### config.mk
export PLATFORM = sky130hd
export DESIGN_NAME = dcb_deser
export DESIGN_NICKNAME = d
export VERILOG_FILES = /design/src/rtl/dcb_deser_pkg.sv /design/src/rtl/dcb_frame_ctl.sv /design/src/rtl/dcb_lane.sv /design/src/rtl/dcb_deser.sv
export SDC_FILE = /design/constraint.sdc
export NUM_CORES = 1
export LEC_CHECK = 0
export BUFFER_PORTS_ARGS = -buffer_cell sky130_fd_sc_hd__buf_2
export CAP_MARGIN = 20
export CELL_PAD_IN_SITES_DETAIL_PLACEMENT = 1
export CELL_PAD_IN_SITES_GLOBAL_PLACEMENT = 2
export CORE_ASPECT_RATIO = 0.5
export CORE_MARGIN = 2
export CORE_UTILIZATION = 30
export DETAILED_ROUTE_END_ITERATION = 7
export PLACE_DENSITY_LB_ADDON = 0.1
export SYNTH_ARGS = -nofsm -noshare
export SYNTH_HDL_FRONTEND = slang
export SYNTH_SLANG_ARGS = --single-unit
### constraint.sdc
create_clock -name clk_i -period 6 [get_ports clk_i]
set_clock_uncertainty 0.05 [all_clocks]
set_input_delay 0.3 -clock clk_i [delete_from_list [all_inputs] [get_ports clk_i]]
set_output_delay 0.3 -clock clk_i [all_outputs]
set_load 0.02 [all_outputs]
### src/rtl/dcb_deser_pkg.sv
package dcb_deser_pkg;
   // Number of polarity-flag bits appended per lane in balanced framing.
   localparam int FLAG_W = 2;

   // Flag field {bit8,bit7}; only the two complementary codes are legal.
   typedef enum logic [FLAG_W-1:0] {
      FL_LOW  = 2'b00,
      FL_TRUE = 2'b01,
      FL_INV  = 2'b10,
      FL_HIGH = 2'b11
   } flag_e;
endpackage

### src/rtl/dcb_frame_ctl.sv
module dcb_frame_ctl import dcb_deser_pkg::*; #(
   parameter int PAY_W    = 7,
   parameter int LOSS_CYC = 36,
   localparam int FRAME_MAX = PAY_W + FLAG_W,
   localparam int IW = $clog2(FRAME_MAX),
   localparam int GW = $clog2(LOSS_CYC + 1)
) (
   input  logic          clk_i,
   input  logic          rst_ni,
   input  logic          frame_i,
   input  logic          bal_i,
   output logic [IW-1:0] idx_o,
   output logic          cap_o,
   output logic          fend_o,
   output logic          mode_o,
   output logic          done_o,
   output logic          lost_o
);
   logic [IW-1:0] idx_q, cur;
   logic          mode_q, locked_q, done_q, lost_q, eff, last;
   logic [GW-1:0] gap_q;

   // the marker forces the current bit to index 0
   assign cur  = frame_i ? '0 : idx_q;
   // mode is taken from the input only at bit 0
   assign eff  = (cur == '0) ? bal_i : mode_q;
   assign last = (cur == (eff ? IW'(FRAME_MAX - 1) : IW'(PAY_W - 1)));
   assign cap_o  = locked_q | frame_i;
   assign fend_o = cap_o & last;

   always_ff @(posedge clk_i or negedge rst_ni) begin
      if (!rst_ni) begin
         idx_q    <= '0;
         mode_q   <= 1'b0;
         locked_q <= 1'b0;
         done_q   <= 1'b0;
         lost_q   <= 1'b0;
         gap_q    <= '0;
      end else begin
         idx_q    <= last ? '0 : cur + IW'(1);
         if (cur == '0) mode_q <= bal_i;
         locked_q <= cap_o;
         done_q   <= fend_o & ~lost_q;
         // marker silence measured in bit-clock cycles
         if (frame_i) begin
            gap_q  <= '0;
            lost_q <= 1'b0;
         end else if (gap_q == GW'(LOSS_CYC - 1)) begin
            lost_q <= 1'b1;
         end else begin
            gap_q  <= gap_q + GW'(1);
         end
      end
   end

   assign idx_o  = cur;
   assign mode_o = mode_q;
   assign done_o = done_q;
   assign lost_o = lost_q;
endmodule

### src/rtl/dcb_lane.sv
module dcb_lane import dcb_deser_pkg::*; #(
   parameter int PAY_W       = 7,
   parameter int IDLE_FRAMES = 4,
   localparam int FRAME_MAX = PAY_W + FLAG_W,
   localparam int IW = $clog2(FRAME_MAX),
   localparam int CW = $clog2(IDLE_FRAMES + 1)
) (
   input  logic             clk_i,
   input  logic             rst_ni,
   input  logic             bit_i,
   input  logic             cap_i,
   input  logic [IW-1:0]    idx_i,
   input  logic             fend_i,
   input  logic             bal_i,
   output logic [PAY_W-1:0] pay_o,
   output logic             err_o,
   output logic             idle_o
);
   logic [FRAME_MAX-1:0] buf_q;
   logic                 prev_q, tr_q, idle_q, chg;
   logic [CW-1:0]        cnt_q;
   flag_e                fl;

   assign chg = bit_i ^ prev_q;

   always_ff @(posedge clk_i or negedge rst_ni) begin
      if (!rst_ni) begin
         buf_q  <= '0;
         prev_q <= 1'b0;
         tr_q   <= 1'b0;
         cnt_q  <= '0;
         idle_q <= 1'b0;
      end else if (cap_i) begin
         // index-addressed capture, bit 0 first
         for (int b = 0; b < FRAME_MAX; b++) begin
            if (idx_i == IW'(b)) buf_q[b] <= bit_i;
         end
         prev_q <= bit_i;
         tr_q   <= (idx_i == '0) ? chg : (tr_q | chg);
         // count whole frames without a transition
         if (fend_i) begin
            if (tr_q | chg) begin
               cnt_q  <= '0;
               idle_q <= 1'b0;
            end else if (cnt_q == CW'(IDLE_FRAMES - 1)) begin
               idle_q <= 1'b1;
            end else begin
               cnt_q  <= cnt_q + CW'(1);
            end
         end
      end
   end

   // polarity restore from the flag field
   assign fl     = flag_e'(buf_q[FRAME_MAX-1:PAY_W]);
   assign pay_o  = (bal_i && fl == FL_INV) ? ~buf_q[PAY_W-1:0] : buf_q[PAY_W-1:0];
   assign err_o  = bal_i && (fl == FL_LOW || fl == FL_HIGH);
   assign idle_o = idle_q;
endmodule

### src/rtl/dcb_deser.sv
module dcb_deser import dcb_deser_pkg::*; #(
   parameter int LANES       = 3,
   parameter int PAY_W       = 7,
   parameter int IDLE_FRAMES = 4,
   parameter int LOSS_CYC    = IDLE_FRAMES * (PAY_W + FLAG_W)
) (
   input  logic                   clk_i,
   input  logic                   rst_ni,
   input  logic                   frame_i,
   input  logic                   balanced_i,
   input  logic [LANES-1:0]       lane_i,
   input  logic                   pwr_ni,
   input  logic                   fall_sel_i,
   output logic [LANES*PAY_W-1:0] word_o,
   output logic                   valid_o,
   output logic [LANES-1:0]       err_o,
   output logic                   pclk_o,
   output logic                   oe_o
);
   localparam int FRAME_MAX = PAY_W + FLAG_W;
   localparam int IW = $clog2(FRAME_MAX);

   if (LANES < 1) begin : g_bad_lanes
      $error("LANES must be at least 1");
   end
   if (PAY_W < 2) begin : g_bad_pay
      $error("PAY_W must be at least 2");
   end
   if (IDLE_FRAMES < 1) begin : g_bad_idle
      $error("IDLE_FRAMES must be at least 1");
   end
   if (LOSS_CYC < FRAME_MAX) begin : g_bad_loss
      $error("LOSS_CYC must cover a full balanced frame");
   end

   logic [IW-1:0]                idx;
   logic                         cap, fend, mode, done, lost;
   logic [LANES-1:0][PAY_W-1:0]  pay, kept;
   logic [LANES-1:0]             lerr, idle;
   logic [LANES*PAY_W-1:0]       word_q;
   logic [LANES-1:0]             err_q;
   logic                         valid_q, stb_q, zero_all;

   dcb_frame_ctl #(.PAY_W(PAY_W), .LOSS_CYC(LOSS_CYC)) u_ctl (
      .clk_i  (clk_i),
      .rst_ni (rst_ni),
      .frame_i(frame_i),
      .bal_i  (balanced_i),
      .idx_o  (idx),
      .cap_o  (cap),
      .fend_o (fend),
      .mode_o (mode),
      .done_o (done),
      .lost_o (lost)
   );

   for (genvar g = 0; g < LANES; g++) begin : g_lane
      dcb_lane #(.PAY_W(PAY_W), .IDLE_FRAMES(IDLE_FRAMES)) u_lane (
         .clk_i (clk_i),
         .rst_ni(rst_ni),
         .bit_i (lane_i[g]),
         .cap_i (cap),
         .idx_i (idx),
         .fend_i(fend),
         .bal_i (mode),
         .pay_o (pay[g]),
         .err_o (lerr[g]),
         .idle_o(idle[g])
      );
      // idle blanking applies to plain framing only
      assign kept[g] = (idle[g] & ~mode) ? '0 : pay[g];
   end

   always_ff @(posedge clk_i or negedge rst_ni) begin
      if (!rst_ni) begin
         word_q  <= '0;
         err_q   <= '0;
         valid_q <= 1'b0;
         stb_q   <= 1'b0;
      end else begin
         valid_q <= done;
         stb_q   <= valid_q;
         if (done) begin
            word_q <= kept;
            err_q  <= lerr;
         end
      end
   end

   // marker loss blanks the whole word in plain framing
   assign zero_all = lost & ~mode;
   assign word_o   = zero_all ? '0 : word_q;
   assign valid_o  = valid_q;
   assign err_o    = err_q;
   // strobe one cycle behind the update, polarity selectable
   assign pclk_o   = stb_q ^ fall_sel_i;

   assign oe_o     = pwr_ni;
endmodule

==> key figures, run 1 <==
Status
  • Status: finished clean

Floorplan
  • Die ar.: 0.0150 mm2
  • Top Ports: 36
  • Row cnt: 30
  • Core Footprint: 0.0136 mm2
  • Initial core utilization: 30.8%
  • Die Span Y: 87.5 um
  • Die X: 171 um

Critical path
  • Worst path bufs/invs: 2
  • Worst reg2reg setup slack: 3.64 ns
  • Sequence of cells on the critical path: buf_4, nand2b_1, and2_1, buf_2
  • Req. time, crit path: 5.65 ns
  • Worst setup path startpoint: u_ctl.mode_o
  • Startpoint types: flip-flop
  • Crit path kind: reg -> out
  • Critical Path End Type: primary output
  • Slowest cell delay on critical path: 0.61 ns
  • CP Max Fanout: 31
  • Crit-path leading delay family: simple AND/OR/NAND/NOR gates
  • Crit-path slowest cell: nand2b_1
  • FF-to-FF End: g_lane[2].u_lane.cnt_q[0]
  • Data arrival, critical path: 2.05 ns
  • Worst r2r src: u_ctl.idx_q[0]
  • Worst Reg-to-Reg Cells: 6

Route
  • Routed vias/inst: 4.76
  • Routed wl met3: 236 um
  • Metal1 wirelength: 4.82 mm
  • Max layer used: met4
  • DRC viols: 0
  • Met2 WL: 4.84 mm
  • Via count: 2894
  • WL per Instance: 16.4 um
  • Post-route ant nets: 0
  • Final wirelength: 9.95 mm
  • Starting DRC count in detailed routing: 170
  • 1st-pass router iterations: 4

Global route
  • GR Overflow Total: 0
  • Vias in the first global route: 3123
  • Total track usage: 14.3%
  • Initial antenna violation count: 0
  • Global-route wire length before repair: 16.2 mm
  • Largest net degree at the start of global routing: 72

Layout
  • Nets: 435
  • ANT cells: 0
  • Share of post-route cells with drive strength above 1: 22.4%
  • Fillers: 1511
  • Layout area overhead: 15.6%
  • Design Area, Final: 0.00483 mm2

Hold path
  • Worst hold endpoint: u_ctl.lost_o
  • Worst Hold Class: in -> reg
  • Hold_sp: frame_i
  • Hold path cells: 2

Pwr
  • Cell leakage power: 0.00229 uW
  • Highest ir drop seen on vdd: 0.106 mV
  • Total power: 2030 uW
  • PD cells: 420 mW/mm2

CTS
  • Clk root buf: clkbuf_16
  • Clock sink count: 85
  • Htree depth: 3
  • CTS tree: yes
  • Worst skew pair latency: 0.34 ns
  • Total CTS buffers: 9
  • PostCTS Resize Cnt: 0
  • Clk slew on worst S/H paths: 0.06 ns
  • Clk buf depth: 2

Yosys
  • EDFF count, synth: 0
  • Syn Std Cell Area: 0.00418 mm2
  • Ranking of synthesized cells by area: dfrtp_1, mux2_2, xor2_1, ha_1, nor2_1
  • Syn Inst Count: 386
  • Synth top area share: 50.9%
  • Distinct cell type count after synthesis: 43
  • Synth warn: 0
  • Synth cell count leaders: dfrtp_1, nor2_1, mux2_2
  • Syn avg cell area: 10.8 um2
  • Top FF cell, synth: dfrtp_1
  • Sequential area share after synthesis: 50.9%
  • Post-synth ARST share: 100%
  • Largest area contributor in the netlist: dfrtp_1
  • Top-count cell post-synth: dfrtp_1
  • Seq cells post-synth: 85
  • Net Count, Synth: 409

Timing
  • Final hold violations: 0
  • Final setup fails: 0
  • Final min period: 2.40 ns
  • Setup TNS: 0 ns
  • Final Cycle Share: 40.0%
  • Slew Limit Fails: 0
  • RSZ-0062 raised after global routing: false
  • Setup WS post-layout: 3.60 ns
  • Worst-Margin Slew: 0.933 ns
  • Worst relative slew slack: 37.8%
  • Hold slack final: 0.262 ns
  • FMAX: 0.417 GHz

Placed design
  • IO Port Bufs: 33
  • DP HPWL: 6.94 mm
  • DP Area: 0.00452 mm2
  • Dpl ws: 3.49 ns
  • Routability Congestion: 0.720

Run
  • Max-cap violations: 0
-- flip-flops by register name (all words and copies together) (netlist names), 3 cells and up --
register and cells:
g_lane.u_lane.idle_o 3, g_lane.u_lane.cnt_q 9, g_lane.u_lane.tr_q 3, u_ctl.gap_q 6
u_ctl.idx_q 4, g_lane.u_lane.buf_q 27, g_lane.u_lane.prev_q 3, word_q 21
err_o 3
-- per-stage QoR --
stage	utilization, %	instances
final	35.6	608
after global routing	35.6	608
after CTS	35.6	608
after detailed placement	33.3	592
after global placement	33.3	592
after floorplan	-	386
-- routing by layer --
metal / up-vias / global-route usage (%)
met5: - / 0
met4: 0 / 3.47
met3: 8 / 3.45
met2: 27 / 25.1
met1: 1475 / 18.0
li1: 1384 / -
-- layout by cell type (no fill, tap or decap), types with 2 or more instances in the layout --
cell / n
a22o_1: 4
nor3b_1: 4
nor3_1: 2
or2_2: 2
buf_4: 4
a221oi_2: 2
a211oi_1: 2
mux2i_1: 4
mux2_2: 31
nor2_1: 41
a21oi_1: 26
inv_1: 21
o31a_1: 2
dfrtp_1: 85
o21ai_0: 7
clkbuf_16: 9
o22a_1: 2
nand2_1: 16
buf_2: 32
a22oi_1: 18
xnor2_1: 4
o2111ai_1: 2
nand2b_1: 3
o22ai_1: 4
nand3_1: 5
xor2_1: 27
ha_1: 14
and2_1: 21
-- kinds of logic (layout without fill, tap and decap cells) --
kind of cell / count (synthesis) / count (layout) / share of synthesized area [%]
AO/OA/AOI/OAI: 78 / 78 / 13.0
multiplexers: 35 / 35 / 9.31
buffers and inverters: 43 / 73 / 3.95
AND/OR/NAND/NOR: 100 / 100 / 12.2
adder cells (fa/ha/maj): 14 / 14 / 4.19
flip-flops: 85 / 85 / 50.9
XOR/XNOR: 31 / 31 / 6.50
-- worst max path at each step --
stage,end,cells past startpoint
final,word_o[3],4
after global routing,word_o[3],4
after CTS,word_o[6],4
after detailed placement,g_lane[2].u_lane.cnt_q[0],8
after global placement,g_lane[1].u_lane.cnt_q[0],8
after floorplan,g_lane[1].u_lane.cnt_q[1],7
-- worst register-to-register path, delay by kind of cell (launching register included) --
| kind | cells | cell delay, ns |
|---|---|---|
| fa+ha+maj | 1 | 0.29 |
| compound gates | 1 | 0.36 |
| mux | 1 | 0.14 |
| flops | 1 | 0.46 |
| simple gates | 3 | 0.92 |
-- area by class of cell --
cell class,count,area (um2),area share (%)
Timing Repair Buffer,37,200,4.14
Tap cell,192,240,4.97
Clock inverter,5,60.1,1.24
Multi-Input combinational cell,258,1890,39.1
Inverter,21,78.8,1.63
Sequential cell,85,2130,44.0
Clock buffer,10,239,4.94
-- where the power goes --
group / switching, uW / total, uW / internal [uW]
sequential: 102 / 835 / 733
combinational: 353 / 630 / 277
clock: 230 / 563 / 333
-- timing repair --
| action | in CTS | in global routing |
|---|---|---|
| buffers inserted | 0 | 0 |
| endpoints found under the hold margin | 14 | 0 |
| hold buffers | 1 | 0 |
No activity file was read; power rests on OpenSTA's default activity.
==> run 2, diff against run 1 <==
==> constraint.sdc (replaced) <==
create_clock -name clk_i -period 2.5 [get_ports clk_i]
set_clock_uncertainty 0.05 [all_clocks]
set_input_delay 0.125 -clock clk_i [delete_from_list [all_inputs] [get_ports clk_i]]
set_output_delay 0.125 -clock clk_i [all_outputs]
set_load 0.02 [all_outputs]
==> run 2 against run 1 <==
Routed wire length rose by 0.43%. Clock power grew to 2.6 times the previous value. Critical path depth increased by 5. First-iteration DRC count grew 5.9%. Flip-flop and latch count unchanged. Total power increased by 150%. Die area did not move. Non-clock buffer count grew 3. Sequential share of layout area fell by 0.55 points. Core utilization up 0.45 points. Combinational power increased by 140%. Largest power group unchanged.
==> key figures, run 2 (synthesis gave the netlist of run 1 again) <==
Route
  • DRC viols: 0 (unchanged)
  • Post-route ant nets: 0 (unchanged)
  • 1st-pass router iterations: 4 (unchanged)
  • WL per Instance: 16.3 um (-0.22%)
  • Via count: 2888 (-0.21%)
  • Final wirelength: 9.99 mm (+0.43%)
  • Starting DRC count in detailed routing: 180 (+5.9%)
  • Routed vias/inst: 4.72 (-0.86%)

Placed design
  • DP Area: 0.00455 mm2 (+0.61%)
  • Routability Congestion: 0.708 (-1.7%)
  • IO Port Bufs: 33 (unchanged)
  • DP HPWL: 6.99 mm (+0.72%)

Layout
  • Nets: 438 (+0.69%)
  • Design Area, Final: 0.00489 mm2 (+1.3%)
  • Share of post-route cells with drive strength above 1: 22.6% (+0.26 points)
  • Most common cell after layout, fill and taps aside: dfrtp_1
  • Largest register by flop count: g_lane.u_lane.buf_q
  • ANT cells: 0 (unchanged)
  • Commonest non-fill, non-tap cells in the layout: dfrtp_1, nor2_1, buf_2, mux2_2, xor2_1
  • Biggest regs: g_lane.u_lane.buf_q: 27 flops, word_q: 21 flops, g_lane.u_lane.cnt_q: 9 flops
  • Largest register FFs: 27 (unchanged)
  • Layout area overhead: 17.1%
  • Fin util: 36.0% (+0.45 points)

Global route
  • Total track usage: 14.5% (+0.21 points)
  • Largest net degree at the start of global routing: 50 (-31%)
  • Initial antenna violation count: 0 (unchanged)
  • Global-route wire length before repair: 16.4 mm (+1.4%)
  • Vias in the first global route: 3061 (-2.0%)
  • GR Overflow Total: 0 (unchanged)

Timing
  • Final min period: 2.39 ns
  • RSZ-0062 raised after global routing: true
  • Worst relative slew slack: 56.0% (+18 points)
  • FMAX: 0.418 GHz
  • Final setup fails: 0 (unchanged)
  • Slew Limit Fails: 0 (unchanged)
  • Worst-Margin Slew: 0.661 ns (-0.272 ns)
  • Final hold violations: 0 (unchanged)
  • Final Cycle Share: 95.6%

Floorplan
  • Core Footprint: 0.0136 mm2 (unchanged)
  • Die ar.: 0.0150 mm2 (unchanged)
  • Die X: 171 um (unchanged)
  • Top Ports: 36 (unchanged)
  • Die Span Y: 87.5 um (unchanged)
  • Initial core utilization: 30.8% (unchanged)
  • Row cnt: 30 (unchanged)

Pwr
  • Highest ir drop seen on vdd: 0.325 mV (+210%)
  • Clock power share: 29.4% (+1.6 points)
  • PD cells: 1020 mW/mm2 (+140%)
  • Reg power frac: 40.3% (-0.9 points)
  • Logic pwr share: 30.4% (-0.7 points)
  • Net Switching: 1670 uW (+140%)
  • P_int: 3310 uW (+150%)
  • Cell leakage power: 0.00232 uW (+1.4%)
  • Sw Share: 33.5% (-0.31 points)

CTS
  • PostCTS Resize Cnt: 0 (unchanged)
  • Total CTS buffers: 9 (unchanged)
  • Htree depth: 3 (unchanged)
  • Worst skew pair latency: 0.34 ns (about the same)
  • Clock sink count: 85 (unchanged)
  • Clk root buf: clkbuf_16
  • CTS tree: yes
  • Clk buf depth: 2 (unchanged)
  • Clk slew on worst S/H paths: 0.07 ns (about the same)

Hold path
  • Worst Hold Class: in -> reg

Critical path
  • Crit-path slowest cell: or4_4
  • Startpoint types: input port
  • CP Max Fanout: 6 (-81%)
  • Data arrival, critical path: 2.54 ns (+0.49 ns)
  • Crit path kind: in -> reg
  • Req. time, crit path: 2.65 ns (-3.00 ns)
  • Critical Path End Type: flip-flop
  • Sequence of cells on the critical path: dlygate4sd3_1, buf_2, inv_1, nand2_1, ha_1, and3_4, or4_4, a221oi_2, o22ai_1
  • Slowest cell delay on critical path: 0.57 ns (-0.04 ns)
  • Worst path bufs/invs: 3 (+1)
  • Crit-path leading delay family: simple AND/OR/NAND/NOR gates

Run
  • Max-cap violations: 0 (unchanged)

Status
  • Status: finished clean
==> run 2: worst reg2reg max path, delay by kind of cell (launching register included) <==
family / cells / cell delay [ns]
DFF: 1 / 0.47
and+or+nand+nor: 3 / 0.92
AOI/OAI and AO/OA: 2 / 0.48
adders and majority gates: 1 / 0.29
==> run 2: layout make-up <==
| class | instances | area, um2 |
|---|---|---|
| Fill cell | 1529 | 8690 |
| Sequential cell | 85 | 2130 |
| Multi-Input combinational cell | 258 | 1890 |
| Tap cell | 192 | 240 |
| Timing Repair Buffer | 40 | 238 |
| Clock buffer | 10 | 229 |
| Clock inverter | 6 | 93.8 |
| Inverter | 21 | 78.8 |
==> run 2: timing repair <==
item	in CTS	in global routing
setup endpoints to repair	0	3
setup buffers	0	0
hold buffers	2	0
hold endpoints to repair	47	0
==> run 2: worst paths after layout <==
| kind | from | endpoint | slack [ns] | cells after the start |
|---|---|---|---|---|
| setup / recovery | frame_i | g_lane[1].u_lane.cnt_q[2] | 0.11 | 9 |
| hold / removal | lane_i[0] | g_lane[0].u_lane.buf_q[4] | 0.16 | 2 |
| setup reg to reg | u_ctl.idx_q[0] | g_lane[1].u_lane.cnt_q[2] | 0.15 | 6 |
| hold reg to reg | valid_o | stb_q | 0.32 | 0 |
| max in group asynchronous | rst_ni | g_lane[1].u_lane.buf_q[1] | 1.47 | 3 |
| min in group asynchronous | rst_ni | u_ctl.gap_q[3] | 0.30 | 2 |
==> run 2: stage by stage <==
stage / total power, uW / setup WS [ns] / setup TNS, ns / std cells / hold slack [ns]
after floorplan: 3090 / 0.272 / 0 / 386 / -0.221
after global placement: 3490 / 0.258 / 0 / 594 / 0.138
after detailed placement: 3570 / 0.159 / 0 / 594 / 0.156
after CTS: 5070 / 0.109 / 0 / 612 / 0.147
after global routing: 5350 / -0.0196 / -0.0455 / 612 / 0.154
final: 4980 / 0.110 / 0 / 612 / 0.159
==> run 2: per-layer routing <==
metal	routed length, um	up-vias	track usage (%)
met5	0	-	0
li1	-	1392	-
met4	99	0	3.93
met1	4880	1457	18.8
met2	4710	29	24.5
met3	297	10	3.73
==> run 2: power by group through the flow <==
stage	registers (uW)	logic [uW]	clock network [uW]
floorplan	1980	1120	0
global placement	2010	1480	0
detailed placement	2040	1530	0
CTS	2010	1540	1520
global route	2060	1700	1580
finish	2010	1510	1460
